--- src/rtl/cct_pkg.sv ---
package cct_pkg;
  localparam int unsigned ADDR_W = 4;
  localparam logic [ADDR_W-1:0] A_CTRL    = 4'd0;
  localparam logic [ADDR_W-1:0] A_PRESC   = 4'd1;
  localparam logic [ADDR_W-1:0] A_CAPCFG  = 4'd2;
  localparam logic [ADDR_W-1:0] A_CMP_SET = 4'd3;
  localparam logic [ADDR_W-1:0] A_CMP_RST = 4'd4;
  localparam logic [ADDR_W-1:0] A_CMP_TGL = 4'd5;
  localparam logic [ADDR_W-1:0] A_MASK_SR = 4'd6;
  localparam logic [ADDR_W-1:0] A_MASK_TG = 4'd7;
  localparam logic [ADDR_W-1:0] A_FLAGCLR = 4'd8;
  localparam logic [ADDR_W-1:0] A_COUNT   = 4'd9;
  // bit offset of the reset mask inside the set/reset mask register
  localparam int unsigned RST_MASK_OFS = 8;

  typedef struct packed {
    logic ext_src;
    logic run;
  } ctrl_t;
endpackage

--- src/rtl/cct_sync.sv ---
module cct_sync #(
  parameter int W      = 1,
  parameter int STAGES = 2
) (
  input  logic         clk,
  input  logic         rst_n,
  input  logic [W-1:0] din,
  output logic [W-1:0] lvl,
  output logic [W-1:0] prv
);
  logic [W-1:0] stg [STAGES];
  logic [W-1:0] prv_q;

  always_ff @(posedge clk) begin
    if (!rst_n) begin
      for (int i = 0; i < STAGES; i++) stg[i] <= '0;
      prv_q <= '0;
    end else begin
      stg[0] <= din;
      for (int i = 1; i < STAGES; i++) stg[i] <= stg[i-1];
      prv_q <= stg[STAGES-1];
    end
  end

  assign lvl = stg[STAGES-1];
  assign prv = prv_q;
endmodule

--- src/rtl/cct_counter.sv ---
module cct_counter #(
  parameter int CNT_W = 16,
  parameter int PRE_W = 8
) (
  input  logic             clk,
  input  logic             rst_n,
  input  logic             run,
  input  logic             ext_src,
  input  logic [PRE_W-1:0] presc,
  input  logic             ev_rise,
  input  logic             clr_rise,
  input  logic             ld,
  input  logic [CNT_W-1:0] ld_val,
  output logic [CNT_W-1:0] cnt,
  output logic             adv,
  output logic             wrap
);
  logic [PRE_W-1:0] pre_q;
  logic [CNT_W-1:0] cnt_q;
  logic             tick, inc;

  assign tick = run && (ext_src ? ev_rise : (pre_q >= presc));
  assign inc  = tick && !ld && !clr_rise;

  always_ff @(posedge clk) begin
    if (!rst_n) begin
      pre_q <= '0;
    end else if (!run || ext_src || clr_rise || (pre_q >= presc)) begin
      pre_q <= '0;
    end else begin
      pre_q <= pre_q + 1'b1;
    end
  end

  always_ff @(posedge clk) begin
    if (!rst_n) begin
      cnt_q <= '0;
      adv   <= 1'b0;
      wrap  <= 1'b0;
    end else begin
      adv  <= inc;
      wrap <= inc && (cnt_q == {CNT_W{1'b1}});
      if (ld)            cnt_q <= ld_val;
      else if (clr_rise) cnt_q <= '0;
      else if (inc)      cnt_q <= cnt_q + 1'b1;
    end
  end

  assign cnt = cnt_q;
endmodule

--- src/rtl/cct_capture.sv ---
module cct_capture #(
  parameter int CNT_W = 16,
  parameter int N_CAP = 4
) (
  input  logic                     clk,
  input  logic                     rst_n,
  input  logic [CNT_W-1:0]         cnt,
  input  logic [N_CAP-1:0]         lvl,
  input  logic [N_CAP-1:0]         prv,
  input  logic [2*N_CAP-1:0]       cfg,
  output logic [N_CAP-1:0]         evt,
  output logic [N_CAP*CNT_W-1:0]   cap
);
  for (genvar g = 0; g < N_CAP; g++) begin : g_ch
    logic             rise_e, fall_e;
    logic [CNT_W-1:0] val_q;

    assign rise_e = lvl[g] & ~prv[g] & cfg[2*g];
    assign fall_e = ~lvl[g] & prv[g] & cfg[2*g+1];
    assign evt[g] = rise_e | fall_e;

    always_ff @(posedge clk) begin
      if (!rst_n)      val_q <= '0;
      else if (evt[g]) val_q <= cnt;
    end

    assign cap[g*CNT_W +: CNT_W] = val_q;
  end
endmodule

--- src/rtl/cct_compare.sv ---
module cct_compare #(
  parameter int CNT_W = 16,
  parameter int N_SR  = 6,
  parameter int N_TG  = 2
) (
  input  logic                 clk,
  input  logic                 rst_n,
  input  logic [CNT_W-1:0]     cnt,
  input  logic                 adv,
  input  logic [CNT_W-1:0]     cmp_set,
  input  logic [CNT_W-1:0]     cmp_rst,
  input  logic [CNT_W-1:0]     cmp_tgl,
  input  logic [N_SR-1:0]      msk_set,
  input  logic [N_SR-1:0]      msk_rst,
  input  logic [N_TG-1:0]      msk_tg,
  output logic [N_SR+N_TG-1:0] pins,
  output logic                 hit_set,
  output logic                 hit_rst,
  output logic                 hit_tgl
);
  // a match only counts on the cycle the counter has just stepped onto the value
  assign hit_set = adv && (cnt == cmp_set);
  assign hit_rst = adv && (cnt == cmp_rst);
  assign hit_tgl = adv && (cnt == cmp_tgl);

  for (genvar g = 0; g < N_SR; g++) begin : g_sr
    logic pin_q;
    always_ff @(posedge clk) begin
      if (!rst_n)                    pin_q <= 1'b0;
      else if (hit_rst && msk_rst[g]) pin_q <= 1'b0;
      else if (hit_set && msk_set[g]) pin_q <= 1'b1;
    end
    assign pins[g] = pin_q;
  end

  for (genvar g = 0; g < N_TG; g++) begin : g_tg
    logic pin_q;
    always_ff @(posedge clk) begin
      if (!rst_n)                    pin_q <= 1'b0;
      else if (hit_tgl && msk_tg[g]) pin_q <= ~pin_q;
    end
    assign pins[N_SR+g] = pin_q;
  end
endmodule

--- src/rtl/cct_timer_unit.sv ---
module cct_timer_unit
  import cct_pkg::*;
#(
  parameter int CNT_W       = 16,
  parameter int N_CAP       = 4,
  parameter int N_SR        = 6,
  parameter int N_TG        = 2,
  parameter int PRE_W       = 8,
  parameter int SYNC_STAGES = 2
) (
  input  logic                   clk,
  input  logic                   rst_n,
  input  logic                   wr_en,
  input  logic [ADDR_W-1:0]      wr_addr,
  input  logic [CNT_W-1:0]       wr_data,
  input  logic                   evt_pin,
  input  logic                   clr_pin,
  input  logic [N_CAP-1:0]       cap_pin,
  output logic [CNT_W-1:0]       count_o,
  output logic [N_CAP*CNT_W-1:0] cap_o,
  output logic [N_SR+N_TG-1:0]   pins_o,
  output logic [N_CAP+3:0]       flags_o,
  output logic                   irq_o
);
  localparam int NPIN   = N_SR + N_TG;
  localparam int FLAG_W = N_CAP + 4;

  ctrl_t              ctrl_q;
  logic [PRE_W-1:0]   presc_q;
  logic [2*N_CAP-1:0] capcfg_q;
  logic [CNT_W-1:0]   cmp_set_q, cmp_rst_q, cmp_tgl_q;
  logic [N_SR-1:0]    msk_set_q, msk_rst_q;
  logic [N_TG-1:0]    msk_tg_q;
  logic [FLAG_W-1:0]  flags_q;

  logic               ld_cnt, flag_wr;
  logic [N_CAP+1:0]   s_lvl, s_prv;
  logic               ev_rise, clr_rise;
  logic               adv, wrap;
  logic [CNT_W-1:0]   cnt;
  logic [N_CAP-1:0]   cap_evt;
  logic               hit_set, hit_rst, hit_tgl;

  assign ld_cnt  = wr_en && (wr_addr == A_COUNT);
  assign flag_wr = wr_en && (wr_addr == A_FLAGCLR);

  always_ff @(posedge clk) begin
    if (!rst_n) begin
      ctrl_q    <= '0;
      presc_q   <= '0;
      capcfg_q  <= '0;
      cmp_set_q <= '0;
      cmp_rst_q <= '0;
      cmp_tgl_q <= '0;
      msk_set_q <= '0;
      msk_rst_q <= '0;
      msk_tg_q  <= '0;
    end else if (wr_en) begin
      case (wr_addr)
        A_CTRL:    ctrl_q    <= ctrl_t'(wr_data[1:0]);
        A_PRESC:   presc_q   <= wr_data[PRE_W-1:0];
        A_CAPCFG:  capcfg_q  <= wr_data[2*N_CAP-1:0];
        A_CMP_SET: cmp_set_q <= wr_data;
        A_CMP_RST: cmp_rst_q <= wr_data;
        A_CMP_TGL: cmp_tgl_q <= wr_data;
        A_MASK_SR: begin
          msk_set_q <= wr_data[N_SR-1:0];
          msk_rst_q <= wr_data[RST_MASK_OFS +: N_SR];
        end
        A_MASK_TG: msk_tg_q  <= wr_data[NPIN-1:N_SR];
        default:   ;
      endcase
    end
  end

  cct_sync #(.W(N_CAP+2), .STAGES(SYNC_STAGES)) u_sync (
    .clk  (clk),
    .rst_n(rst_n),
    .din  ({clr_pin, evt_pin, cap_pin}),
    .lvl  (s_lvl),
    .prv  (s_prv)
  );

  assign ev_rise  = s_lvl[N_CAP]   & ~s_prv[N_CAP];
  assign clr_rise = s_lvl[N_CAP+1] & ~s_prv[N_CAP+1];

  cct_counter #(.CNT_W(CNT_W), .PRE_W(PRE_W)) u_cnt (
    .clk     (clk),
    .rst_n   (rst_n),
    .run     (ctrl_q.run),
    .ext_src (ctrl_q.ext_src),
    .presc   (presc_q),
    .ev_rise (ev_rise),
    .clr_rise(clr_rise),
    .ld      (ld_cnt),
    .ld_val  (wr_data),
    .cnt     (cnt),
    .adv     (adv),
    .wrap    (wrap)
  );

  cct_capture #(.CNT_W(CNT_W), .N_CAP(N_CAP)) u_cap (
    .clk  (clk),
    .rst_n(rst_n),
    .cnt  (cnt),
    .lvl  (s_lvl[N_CAP-1:0]),
    .prv  (s_prv[N_CAP-1:0]),
    .cfg  (capcfg_q),
    .evt  (cap_evt),
    .cap  (cap_o)
  );

  cct_compare #(.CNT_W(CNT_W), .N_SR(N_SR), .N_TG(N_TG)) u_cmp (
    .clk    (clk),
    .rst_n  (rst_n),
    .cnt    (cnt),
    .adv    (adv),
    .cmp_set(cmp_set_q),
    .cmp_rst(cmp_rst_q),
    .cmp_tgl(cmp_tgl_q),
    .msk_set(msk_set_q),
    .msk_rst(msk_rst_q),
    .msk_tg (msk_tg_q),
    .pins   (pins_o),
    .hit_set(hit_set),
    .hit_rst(hit_rst),
    .hit_tgl(hit_tgl)
  );

  // a new event wins over a clear arriving in the same cycle
  always_ff @(posedge clk) begin
    if (!rst_n) flags_q <= '0;
    else flags_q <= (flags_q & ~(flag_wr ? wr_data[FLAG_W-1:0] : '0))
                    | {wrap, hit_tgl, hit_rst, hit_set, cap_evt};
  end

  assign count_o = cnt;
  assign flags_o = flags_q;
  assign irq_o   = |flags_q;
endmodule

--- config.mk ---
export PLATFORM = sky130hd
export DESIGN_NAME = cct_timer_unit
export DESIGN_NICKNAME = d
export VERILOG_FILES = /design/src/rtl/cct_pkg.sv /design/src/rtl/cct_sync.sv /design/src/rtl/cct_counter.sv /design/src/rtl/cct_capture.sv /design/src/rtl/cct_compare.sv /design/src/rtl/cct_timer_unit.sv
export SDC_FILE = /design/constraint.sdc
export NUM_CORES = 1
export LEC_CHECK = 0
export BUFFER_PORTS_ARGS = -buffer_cell sky130_fd_sc_hd__buf_4
export CORE_UTILIZATION = 56
export CTS_CLUSTER_DIAMETER = 30
export CTS_CLUSTER_SIZE = 16
export DETAILED_ROUTE_END_ITERATION = 7
export PLACE_DENSITY = 0.87
export SYNTH_ARGS = -nofsm -noshare
export SYNTH_HDL_FRONTEND = slang
export SYNTH_SLANG_ARGS = --single-unit
--- constraint.sdc ---
create_clock -name clk -period 2.4 [get_ports clk]
set_input_delay 0.12 -clock clk [delete_from_list [all_inputs] [get_ports clk]]
set_output_delay 0.12 -clock clk [all_outputs]
set_load 0.01 [all_outputs]
# Yosys cells after proc, flatten, opt, wreduce, memory -nomap -nowiden
# Memories as Yosys holds them, arrays and structs flattened.
# Index checks and enable logic that the tools add are counted.
# word_totals
mem_bits_rw	12
elab_cells	141
inputBits	29
n_memories	1
regBits	192
output_inout_bits	97
# op_classes
mux	9
addsub	2
n_lt_le_gt_ge	1
bitwise_logic	40
reduce_logical	47
eq_ne	13
# mem_list
memory	depth	width	read_ports	rd_clocked_by_memory_dff	wr	line_no	source
u_sync.stg	2	6	2	0	2	cct_sync.sv:11	logic [W-1:0] stg [STAGES];
# op_table
op	n
== test 16 bit	3
2-to-1 mux 16 bit	3
logical AND 1 bit	23
bitwise AND 1 bit	18
adder 16 x 1 -> 16 bit, second input constant	1
== test 16 bit, second input constant	1
== test 4 x 3 -> 1 bit, second input constant	4
AND reduction 2 bit	8
OR reduction 2 bit	7
inverter 1 bit	13
2-to-1 mux 6 bit	2
adder 8 x 1 -> 8 bit, second input constant	1
bitwise AND 8 bit	1
== test 4 x 2 -> 1 bit, second input constant	2
== test 4 bit, second input constant	2
>= comparator 8 bit	1
2-to-1 mux 8 bit	1
inverter 8 bit	1
bitwise OR 8 bit	1
OR reduction 8 bit	1
bitwise OR 1 bit	6
== test 4 x 1 -> 1 bit, second input constant	1
logical NOT 4 bit	1
logical NOT 1 bit	3
3 further kinds	7

# Longest topological paths before layout
# depth
word_depth	9
mapped_depth	8

# By module
# Synthesis repeated with hierarchy kept, for this count alone.
# unflattened
cells_unflattened	937
hier_area_um2	9126.3
# by_module_without_submodules
module	n_inst	cells_each	area_each_um2	seq_area_each_um2
cct_timer_unit	1	328	3363.2	1761.7
cct_capture	1	237	2471.1	1281.2
cct_counter	1	217	1801.7	520.5
cct_compare	1	112	943.4	160.2
cct_sync	1	43	546.8	360.3

# Worst setup path after synthesis
# OpenSTA, ideal clock, no wires.
# synth_path
path_kind	reg2reg
from	register u_cnt.pre_q[0]
to	register u_cnt.cnt_q[1] (netlist: u_cnt.cnt[1])
required_time_ps	2281
path_stages_with_launch	8
n_path_buf	0
path_slack_ps	417
period_less_slack_ps	1983
arrival_ps	1865
setup_time_ps	119
path_cell_list	dfxtp_1 inv_1 ha_1 nand2b_1 a2111oi_2 o31a_2 o21ai_1 o221a_2
# synth_between
elab_chain_cells	6
# synth_rtl
element	line_no	source
start: declaration	cct_counter.sv:18	logic [PRE_W-1:0] pre_q;
start signal: assignment	cct_counter.sv:31	pre_q <= pre_q + 1'b1;
>= comparator 8 bit	cct_counter.sv:22	assign tick = run && (ext_src ? ev_rise : (pre_q >= presc));
2-to-1 mux 1 bit	cct_counter.sv:22	
logical AND 1 bit	cct_counter.sv:22	
logical AND 1 bit (2 in series)	cct_counter.sv:23	assign inc = tick && !ld && !clr_rise;
nonzero test 3 bit (no source line)	n/a	
end signal: assignment	cct_counter.sv:43	if (ld) cnt_q <= ld_val;
end signal: assignment	cct_counter.sv:45	else if (inc) cnt_q <= cnt_q + 1'b1;
end: declaration	cct_counter.sv:19	logic [CNT_W-1:0] cnt_q;
# Every way passes these cells.
# A chain may end at the register's enable or synchronous reset.

# Worst setup path after layout
# layout_path
from	register u_cnt.pre_q[0]
to	register u_cnt.cnt_q[9] (netlist: u_cnt.cnt[9])
# The elaborated chain is that of the path after synthesis.

==> results <==
- The flow ran to the end, and the final reports show no timing, DRC or antenna violations.
- The post-layout total power is 0.00983 W.
- The slew at the pin closest to its max-slew limit is 1.17 ns.
- The maximum buffer depth of the clock tree is 3.
- After clock tree synthesis, the clock-pin slew on the worst setup and hold paths is approximately 0.05 ns.
- Yosys attributes the largest share of cell area to sky130_fd_sc_hd__dfxtp_1 (47%), sky130_fd_sc_hd__mux2i_1 (9.7%), sky130_fd_sc_hd__nand2_1 (6.5%).
- STA classifies the critical path endpoint as a flip-flop.
- The global-route congestion overflow total is 0.
- For flop-to-flop paths, the worst setup slack is around 0.11 ns.
- Setup repair after global routing left no endpoint under its margin.
- STA puts the critical path data required time at approximately 2.8 ns.
- The primary flip-flop cell chosen by synthesis mapping is sky130_fd_sc_hd__dfxtp_1.
- Entering global routing, the biggest net connects 70 pins.
- The die span in x is approximately 130 um.
- After synthesis, flip-flops and latches occupy between 40% and 50% of the total area.
- The number of iterations in the first detailed-routing pass is 5.
- Summed over all instances, the cell type with the most area after synthesis is sky130_fd_sc_hd__dfxtp_1.
- The via count of the first global-routing pass is 7989.
- The clock arrives with ~0.036 ns of skew.
- In this run the tightest slew margin relative to its limit is 22.1%.
- The overall track demand over capacity in global routing is 33.7%.
- The worst hold path startpoint is rst_n.
- The worst-path maximum fanout is 12.
- The filler cell count is 1028.
- In this run the cell area of the synthesized design comes to 8760 um^2.
- The number of antenna violations at the first check in global routing is 0.
- The number of buffers created by CTS is 37.
- TritonCTS built the clock tree.
- The placeable core area is 15300 um^2.
- Averaged over all synthesized cells, the footprint is 8.72 um^2.
- The Yosys warning count is 0.
- The final worst slack is ~0.11 ns.
- Derived from the worst setup path, the maximum achievable clock frequency is between 400 and 500 MHz.
- The vias after detailed routing is about 8200.
- The worst supply voltage drop on vdd is 0.681 mV.
- The number of distinct library cell variants in the gate-level netlist after synthesis is 58.
- Counting flops with an async set or reset pin after synthesis yields a share of 0%.
- The per-cell via count in the routed design is 5.90.
- The row count is 45.
- The most common cell after layout, fill and taps aside is sky130_fd_sc_hd__dfxtp_1.
- Synthesis produced a netlist with a net count of between 1000 and 1500.
- The number of nets with antenna violations after routing is 0.
- Relative to the synthesized area, the layout overhead comes to 31.4%.
- The last weighted congestion value of the routability-driven placer is 0.921.
- The power density over the cells is 854 nW/um^2.
- Clock tree synthesis found a total of 204 sinks.
- Leaving out fill and tap cells, the most frequent cells in the layout are sky130_fd_sc_hd__dfxtp_1 (204), sky130_fd_sc_hd__buf_4 (162), sky130_fd_sc_hd__nand2_1 (151).
- In the synthesized netlist, the number of instances is about 1000.
- The design internal power is 0.00771 W.
- The starting density of the core is 57.4%.
- The area of the die is 16100 um^2.
- After detailed routing, the total wire length is 26.9 mm.
- In this run, synthesis inferred 0 flip-flops with an integrated enable.
- STA puts the critical path data arrival time at 2.68 ns.
- The first global-routing pass estimated 42.2 mm of wire.
- The count of nets after finishing is 1181.
- The half-perimeter wire length after detailed placement is 16.3 mm.
- For this run, the share of the core covered by cells in the final layout is 75.4%.
- The number of remaining DRC errors is 0.
- The number of antenna repair diodes is 0.
- For the final routed database, the setup TNS stands at 0 ns.
- The flip-flop and latch count after synthesis is between 200 and 250.
- The share of total power consumed by net switching is 21.5%.
- The clock network is responsible for between 60 and 70% of the overall power.
- After detailed routing, the average wire length per cell comes to slightly below 20 um.
- In this run the static leakage power is 4.49 nW.
- Summed over its instances, the top area cell type makes up 46.6% of the synthesized netlist area.
- The number of port buffers is around 130.
- The count of final max-slew check failures was 0.
- At the later pin of the worst-skew pair, clock insertion delay measures 0.53 ns.
- The number of hold violations in the final report is 0.
- In this run, the combinational gates consume under 10% of the power.
- The count of maximum capacitance violations is 0.
- Setup violations remaining at the end of the flow were counted as 0.
- Before CTS, the worst setup slack after placement is ~0.15 ns.
- The H-tree was split into 2 levels.
- The class of the most critical setup path is reg -> reg.
- The sequential share of power is 35.2%.
- The number of DRC markers in iteration 0 is around 1100.
- The worst path needs 2.29 ns of the cycle, external delays included.
- The type of the tightest min-delay check is in -> reg.
- The share of the cycle needed by the critical path after routing is 95.4%.
- The switching power summed over all nets is about 0.0021 W.
- The y dimension of the die is 127 um.
- The launching element type of the critical path is a flip-flop.
- CTS placed an instance of sky130_fd_sc_hd__clkbuf_16 at the clock tree root.
- 126 I/O pins were placed.
- Gates resized during post-CTS repair numbered 0.
- The share of cells above drive strength 1 is 20.8%.
- The startpoint of the worst-slack reg-to-reg timing path is u_cnt.pre_q[0].
- The critical path starts at u_cnt.pre_q[0].
==> what timing repair did <==
item,CTS,global route
endpoints found under the hold margin,81,0
hold buffers,22,0
setup buffers,0,1
endpoints found under the setup margin,0,9
==> final cells by class <==
cell class / count / area [um^2] / share of cell area (%)
clock inverters: 20 / 394 / 3.42
well taps: 211 / 264 / 2.29
inverters: 15 / 58.8 / 0.511
flip-flops and latches: 204 / 4080 / 35.5
multi-input cells: 699 / 4230 / 36.7
repair buffers: 185 / 1460 / 12.7
clock buffers: 47 / 1020 / 8.90
==> worst max-delay path: stages, from the launching register on <==
cell and delay (ns):
sky130_fd_sc_hd__dfxtp_1 0.41, sky130_fd_sc_hd__inv_1 0.07, sky130_fd_sc_hd__ha_1 0.26, sky130_fd_sc_hd__nand2b_1 0.11
sky130_fd_sc_hd__a2111oi_2 0.07, sky130_fd_sc_hd__o31ai_1 0.37, sky130_fd_sc_hd__nand2_1 0.39, sky130_fd_sc_hd__a2111oi_1 0.47
==> power groups by stage <==
stage | logic (W) | registers (W) | clock network [W]
2_1_floorplan | 0.000241 | 0.00352 | 0
3_3_place_gp | 0.000394 | 0.00352 | 0
3_5_place_dp | 0.000401 | 0.00352 | 0
4_1_cts | 0.000438 | 0.00345 | 0.00594
5_1_grt | 0.000474 | 0.00346 | 0.00611
6_report | 0.000454 | 0.00346 | 0.00592
==> final timing paths <==
check	endpoint	depth (start not counted)
setup / recovery	u_cnt.cnt[9]	7
hold reg to reg	u_cmp.g_sr[3].pin_q	1
hold / removal	flags_o[5]	2
setup reg to reg	u_cnt.cnt[9]	7
==> synth_stat cells (all sizes together), types with 3 or more instances <==
cell,instances
a2111oi,3
a211oi,14
a21oi,78
a221oi,4
a22oi,3
a31oi,3
and2,19
and3,9
and4,3
buf,46
clkbuf,41
dfxtp,204
ha,10
inv,15
mux2i,85
nand2,151
nand2b,4
nand3,34
nand3b,7
nand4,16
nor2,120
nor2b,3
nor3,19
nor3b,4
nor4,11
o211ai,3
o21a,3
o21ai,14
o31a,3
o31ai,3
xnor2,32
xor2,25
==> through the flow <==
stage	hold WS (ns)	area, um^2	cells
5_1_grt	0.0488	11500	1381
4_1_cts	0.0173	11500	1380
3_5_place_dp	0.331	9860	1291
3_3_place_gp	0.328	9860	1291
6_report	0.0347	11500	1381
2_1_floorplan	0.247	8760	1005
==> registers in the layout, indices dropped and copies added (netlist names) <==
signal,cells
u_cap.g_ch.val_q,64
cmp_rst_q,16
cmp_set_q,16
cmp_tgl_q,16
u_cnt.cnt,16
u_sync.stg,12
capcfg_q,8
flags_o,8
presc_q,8
u_cnt.pre_q,8
msk_rst_q,6
msk_set_q,6
u_cmp.g_sr.pin_q,6
u_sync.prv,6
ctrl_q,2
msk_tg_q,2
u_cmp.g_tg.pin_q,2
u_cnt.adv,1
u_cnt.wrap,1
==> cell families after synthesis <==
kind of cell	share of synthesized area, %
AND/OR/NAND/NOR	21.3
buffers and inverters	5.33
multiplexers	9.71
flip-flops	46.6
XOR/XNOR	5.70
AO/OA/AOI/OAI	9.93
adder cells (fa/ha/maj)	1.43
==> layer usage <==
layer	vias to the layer above	routed length [um]	track usage, %
li1	3695	-	-
met1	3787	10100	41.0
met2	558	12600	54.4
met3	114	2950	7.87
met4	0	1290	20.0
met5	-	0	0
Note: power is estimated with default switching activity, not from simulation.
